$ cat src/rtl/ide_bm_regfile.sv
module ide_bm_regfile #(
  parameter int CHANNELS = 2,
  localparam int ADDR_W = $clog2(CHANNELS * 8),
  localparam int CH_W = $clog2(CHANNELS)
) (
  input  logic                clk,
  input  logic                rst_n,
  input  logic                req_valid,
  input  logic                req_write,
  input  logic [ADDR_W-1:0]   req_addr,
  input  logic [1:0]          req_size,
  input  logic [31:0]         req_wdata,
  output logic [31:0]         rsp_rdata,
  input  logic [CHANNELS-1:0] hw_set_active,
  input  logic [CHANNELS-1:0] hw_clr_active,
  input  logic [CHANNELS-1:0] hw_set_error,
  input  logic [CHANNELS-1:0] hw_set_irq,
  output logic                cmd_wr_valid,
  output logic [CH_W-1:0]     cmd_wr_chan,
  output logic [7:0]          cmd_wr_data
);

  localparam logic [7:0] STS_RW  = 8'h60;
  localparam logic [7:0] STS_W1C = 8'h06;
  localparam logic [7:0] STS_HW  = 8'h01;

  logic [CH_W-1:0] sel_ch;
  logic [2:0]      loc;
  logic            is_byte, is_word, wr, rd;
  logic            wr_cmd, wr_sts, wr_adr;

  assign sel_ch  = req_addr[ADDR_W-1:3];
  assign loc     = req_addr[2:0];
  assign is_byte = (req_size == 2'd0);
  assign is_word = req_size[1];
  assign wr      = req_valid & req_write;
  assign rd      = req_valid & ~req_write;
  assign wr_cmd  = wr & is_byte & (loc == 3'd0);
  assign wr_sts  = wr & is_byte & (loc == 3'd2);
  assign wr_adr  = wr & is_word & (loc == 3'd4);

  logic [CHANNELS-1:0][7:0]  cmd_v;
  logic [CHANNELS-1:0][7:0]  sts_v;
  logic [CHANNELS-1:0][31:0] adr_v;

  for (genvar c = 0; c < CHANNELS; c++) begin : g_ch
    logic       hit;
    logic [7:0] cmd_q, sts_q, sts_sw, sts_nx;
    logic [31:0] adr_q;

    assign hit = (sel_ch == CH_W'(c));

    always_comb begin
      sts_sw = sts_q;
      if (wr_sts && hit)
        sts_sw = (req_wdata[7:0] & STS_RW) | (sts_q & STS_HW) |
                 (sts_q & ~req_wdata[7:0] & STS_W1C);
      sts_nx = sts_sw;
      if (hw_clr_active[c]) sts_nx[0] = 1'b0;
      if (hw_set_active[c]) sts_nx[0] = 1'b1;
      if (hw_set_error[c])  sts_nx[1] = 1'b1;
      if (hw_set_irq[c])    sts_nx[2] = 1'b1;
    end

    always_ff @(posedge clk or negedge rst_n) begin
      if (!rst_n) begin
        cmd_q <= '0;
        sts_q <= '0;
        adr_q <= '0;
      end else begin
        if (wr_cmd && hit) cmd_q <= req_wdata[7:0];
        sts_q <= sts_nx;
        if (wr_adr && hit) adr_q <= {req_wdata[31:2], 2'b00};
      end
    end

    assign cmd_v[c] = cmd_q;
    assign sts_v[c] = sts_q;
    assign adr_v[c] = adr_q;
  end

  logic [31:0] mask, adr_sh, rd_val;

  assign mask   = is_byte ? 32'h0000_00FF :
                  (req_size == 2'd1) ? 32'h0000_FFFF : 32'hFFFF_FFFF;
  assign adr_sh = adr_v[sel_ch] >> {loc[1:0], 3'b000};

  always_comb begin
    if (loc[2])
      rd_val = adr_sh & mask;
    else if (!is_byte)
      rd_val = mask;
    else begin
      case (loc[1:0])
        2'd0:    rd_val = {24'd0, cmd_v[sel_ch]};
        2'd2:    rd_val = {24'd0, sts_v[sel_ch]};
        default: rd_val = 32'h0000_00FF;
      endcase
    end
  end

  always_ff @(posedge clk or negedge rst_n) begin
    if (!rst_n) begin
      rsp_rdata    <= '0;
      cmd_wr_valid <= 1'b0;
      cmd_wr_chan  <= '0;
      cmd_wr_data  <= '0;
    end else begin
      if (rd) rsp_rdata <= rd_val;
      cmd_wr_valid <= wr_cmd;
      if (wr_cmd) begin
        cmd_wr_chan <= sel_ch;
        cmd_wr_data <= req_wdata[7:0];
      end
    end
  end

endmodule

$ cat config.mk
export PLATFORM = sky130hd
export DESIGN_NAME = ide_bm_regfile
export DESIGN_NICKNAME = d
export VERILOG_FILES = /design/src/rtl/ide_bm_regfile.sv
export SDC_FILE = /design/constraint.sdc
export NUM_CORES = 1
export LEC_CHECK = 0
export ABC_AREA = 0
export ABC_CLOCK_PERIOD_IN_PS = 3800
export BUFFER_PORTS_ARGS = -buffer_cell sky130_fd_sc_hd__buf_2
export CORE_AREA = 2 2 125 115
export CTS_CLUSTER_DIAMETER = 30
export DETAILED_ROUTE_END_ITERATION = 16
export DIE_AREA = 0 0 127 117
export GPL_ROUTABILITY_DRIVEN = 1
export SYNTH_ARGS = -nofsm -noshare
export SYNTH_HDL_FRONTEND = slang
export SYNTH_SLANG_ARGS = --single-unit
$ cat constraint.sdc
create_clock -name clk -period 3.8 [get_ports clk]
set_input_delay 0 -clock clk [delete_from_list [all_inputs] [get_ports clk]]
set_output_delay 0 -clock clk [all_outputs]
set_load 0.03 [all_outputs]
[Word level (Yosys, flattened, before mapping)]
Index checks and enable logic that the tools add are counted.
Word-level totals
  output and inout bits: 42
  input port bits: 50
  flip-flop bits (word level): 132
  logic and storage cells: 75
Cells by class
  $lt $le $gt $ge: 1
  reductions and logical operators: 15
  mux-type cells: 21
  eq/ne operators: 4
  shift-type cells: 1
  bitwise logic cells: 17
Operators with widths (number)
  $mux 32: 6
  $and 32x32->32: 1
  $shr 32x5->32: 1
  $mux 8: 3
  $pmux 8 s2: 1
  $or 7x1->7: 2
  $or 7x3->7: 2
  $mux 1: 8
  $reduce_bool 2->1: 4
  $and 1x1->1: 7
  $mux 7: 1
  $and 3x3->3: 2
  $logic_and 1x1->1: 6
  $mux 3: 2
  $reduce_bool 3->1: 2
  $logic_not 2->1: 2
  $eq 3x2->1 const B: 1
  $eq 3x3->1 const B: 1
  $logic_not 3->1: 1
  $not 3->3: 1
  $eq 2x1->1 const B: 1
  $eq 2x2->1 const B: 1
  $lt 1x2->1 const B: 1
  $not 1->1: 2

[Logic depth before layout (Yosys ltp)]
  word-level depth: 7
  depth in mapped cells: 8

[Worst setup path after synthesis]
Ideal clock, no wire load.
  kind: in2reg
  start point: in req_addr[0]
  end point: reg cmd_wr_data[0]
  cell stages on the path: 4
  arrival time: 1193 ps
  required time: 3675 ps
  path buffers: 1
  setup slack: 2482 ps
  path through: buf_4 -> or2_2 -> nor3_4 -> mux2_2
Between the ends
  word-level cells in the longest chain between the ends: 2
Ends and longest elaborated chain
  from (decl): line 10  | input logic [ADDR_W-1:0] req_addr,
  $logic_not 3->1: line 38  | assign wr_cmd = wr & is_byte & (loc == 3'd0);
  $and 1x1->1: line 38
  via wr_cmd: line 30  | logic wr_cmd, wr_sts, wr_adr;
  to (signal assigned): line 113  | cmd_wr_data <= req_wdata[7:0];
  to (decl): line 20  | output logic [7:0] cmd_wr_data
The timed path passes the listed nets, and every way through them passes these cells.
A chain may end at the register's enable or synchronous reset.

[Final worst setup path]
  start point: in req_addr[1]
  end point: reg g_ch[1].sts_q[1]
Between the ends
  word-level cells in the longest chain between the ends: 4
Ends and longest elaborated chain
  $eq 3x2->1: line 39  | assign wr_sts = wr & is_byte & (loc == 3'd2);
  $and 1x1->1: line 39
  $logic_and 1x1->1: line 55  | if (wr_sts && hit)
  $reduce_bool 2->1 (no source line)
  to (signal assigned): line 72  | sts_q <= sts_nx;
  to (decl): line 48  | logic [7:0] cmd_q, sts_q, sts_sw, sts_nx;
Every way passes these cells.

==> impl_metrics.tcl <==
set metrics [dict create \
    rsz0062_at_grt "false" \
    drtIter0Drc 232 \
    synth_warnings 0 \
    maxCapViolCount 0 \
    setup_viol_count_final 0 \
    finalHoldViolCount 0 \
    io-pin-count 92 \
    synth_top_cell_by_area "dfrtp_1" \
    hold_ws_ns 0.0791 \
    avgSynthCellArea_um2 13.4 \
    h-tree-depth 4 \
    cts_resized 0 \
    peakVddDrop_v 0.000311 \
    yosys_most_used_dff "dfrtp_1" \
    cp_slowest_cell "clkinv_1" \
    cts_sinks 128 \
    die_w_um 127 \
    critPathMaxStageDelay_ns 0.62 \
    antenna_found_initial 0 \
    hold_depth 3 \
    yosysMostFrequentCell "dfrtp_1" \
    synth.yosys.seq_area_share 0.536 \
    rr_startpoint "g_ch[0].adr_q[30]" \
    async_flop_share 1.00 \
    cts_buffers 17 \
    drtAntennaViolNets 0 \
    die-area_um2 14900 \
    dp_hpwl_um 9960 \
    arrival_ns 2.37 \
    synth_area_um2 5970 \
    synth_top_area_frac 0.536 \
    path_class "primary input to flip-flop" \
    cts_tree "built" \
    r2r_cells 4 \
    vias_per_cell 5.52 \
    area_growth_pct 26.4 \
    hold_end "cmd_wr_valid" \
    fin_nets 627 \
    synth-edff-count 0 \
    placed_cell_area_um2 6550 \
    clockBufferDepth 2 \
    vias 4193 \
    netlist_instances 445 \
    routed_wl_um 14700 \
    grt_start_max_net_pins 129 \
    fin_ws_ns 1.72 \
    track_usage 0.210 \
    grt_pass1_vias 4236 \
    fin_cells 760 \
    relSlewSlack 0.389 \
    yosys_register_bits 128 \
    min_from "req_valid" \
    cts_root_buf "clkbuf_16" \
    p_leak_nw 3.60 \
    p_per_area_nw_per_um2 504 \
    hp-class "primary input to flip-flop" \
    grt_overflow 0 \
    end_kind "flip-flop" \
    clock.fmax_ghz 0.482 \
    regToRegSetupSlack_ns 2.31 \
    drv_slew 0 \
    row_count 41 \
    grt_first_pass_wirelength_um 23500 \
    start_kind "primary input" \
    syn_nets 495 \
    finalCriticalPeriod_ns 2.08 \
    synth_common_cells "128 x dfrtp_1, 88 x mux2_2, 29 x nand2_1" \
    core_area_um2 13600 \
    regToRegEndpoint "rsp_rdata[22]" \
    place_congestion 0.826 \
    place_ws_ns 1.73 \
    numPortBuffers 91 \
    status "finished clean" \
    drive_gt1_frac 0.414 \
    clk_latency_ns 0.41 \
    die_y_um 117 \
    nFillCells 1178 \
    ys_top_cells_by_area "dfrtp_1 54%, mux2_2 17%, mux4_2 7.9%" \
    ys_types 37 \
    hold_buffers 45 \
    cp.required_ns 4.10 \
    max_slew.worst_pin.slew_ns 0.916 \
    drt_pass1_iterations 5 \
    postCtsSetupBuffers 0 \
    drc 0 \
    stdcell_area_um2 7550 \
    path_max_fanout 21 \
    wire_per_inst_um 19.3 \
    finClkSkew_ns 0.00627 \
    dp.cells 685 \
    cp_cell_sequence "buf_2 > clkinv_1 > nor4b_4 > nand2_1 > a21o_1 > dlygate4sd3_1" \
    start_util 0.438 \
    min_period_over_period 0.546 \
    clkSlewWorstSetupHoldPaths_ns 0.05 \
    tns_ns 0 \
]
-- cell families (layout without fill, tap and decap cells) --
group,after synthesis,in the layout,synth area share
simple gates,68,68,0.0603
compound gates,82,82,0.0880
flops,128,128,0.536
buf+inv,33,175,0.0287
other cells,0,1,0
mux,134,134,0.287
-- where the power goes --
part           switching [W]  internal [W]
logic               0.000347      0.000289
registers           0.000104       0.00152
clock network       0.000559      0.000983
total                0.00101       0.00280
-- worst max-delay path: cells and delay by family --
family	cells	cell delay (ns)
AOI/OAI and AO/OA	1	0.18
buffers and inverters	3	1.52
and+or+nand+nor	2	0.66
-- flip-flops by register name (all words and copies together) (netlist names) --
| signal | count |
|---|---|
| g_ch.adr_q | 60 |
| rsp_rdata | 32 |
| g_ch.cmd_q | 16 |
| g_ch.sts_q | 10 |
| cmd_wr_data | 8 |
| cmd_wr_chan | 1 |
| cmd_wr_valid | 1 |
-- layer usage --
layer	up-vias	routed length [um]	GRT usage
li1	1920	-	-
met1	2141	6770	0.289
met2	113	6860	0.326
met3	19	809	0.0505
met4	0	259	0.0835
met5	-	0	0
-- cell usage in the layout (no fill, tap or decap), types with 2 or more instances in the layout --
master / synthesis / layout
nand4_1: 2 / 2
o22ai_1: 10 / 10
a22o_1: 16 / 16
buf_4: 6 / 6
dlygate4sd3_1: 0 / 45
a31o_2: 3 / 3
bufinv_16: 0 / 2
nand2_2: 2 / 2
clkinv_2: 0 / 4
clkbuf_1: 12 / 3
a21oi_1: 14 / 14
clkbuf_8: 0 / 2
mux2i_1: 25 / 25
nor3_1: 6 / 6
o21ai_0: 27 / 27
a21o_1: 6 / 6
clkbuf_16: 0 / 17
dfrtp_1: 128 / 128
o32ai_1: 3 / 3
nand2_1: 29 / 29
mux2_2: 88 / 88
nand2b_1: 6 / 6
inv_1: 3 / 3
nor2_1: 13 / 13
buf_2: 8 / 90
mux4_2: 21 / 21
-- stage by stage --
stage | util | power (W)
detailed placement | 0.480 | 0.00226
global placement | 0.480 | 0.00224
CTS | 0.553 | 0.00384
global route | 0.553 | 0.00397
finish | 0.554 | 0.00381
floorplan | - | 0.00203
-- area by class of cell --
class | count | area (um2) | share of cell area
Clock buffer | 22 | 464 | 0.0615
Antenna cell | 1 | 2.50 | 0.000331
Multi-Input combinational cell | 284 | 2600 | 0.344
Inverter | 4 | 15.0 | 0.00199
Clock inverter | 7 | 87.6 | 0.0116
Sequential cell | 128 | 3200 | 0.424
Timing Repair Buffer | 142 | 966 | 0.128
Tap cell | 172 | 215 | 0.0285
-- how the worst max path moves through the flow --
stage | from | endpoint | slack, ns | cells past startpoint
3_5_place_dp | req_addr[0] | g_ch[1].adr_q[18] | 1.73 | 5
5_1_grt | req_addr[1] | g_ch[1].sts_q[2] | 1.59 | 6
6_report | req_addr[1] | g_ch[1].sts_q[1] | 1.72 | 6
4_1_cts | req_addr[1] | g_ch[1].sts_q[1] | 1.78 | 6
3_3_place_gp | req_addr[0] | g_ch[1].adr_q[10] | 1.77 | 5
2_1_floorplan | req_addr[0] | cmd_wr_data[0] | 2.48 | 4
Note: power is estimated with default switching activity, not from simulation.
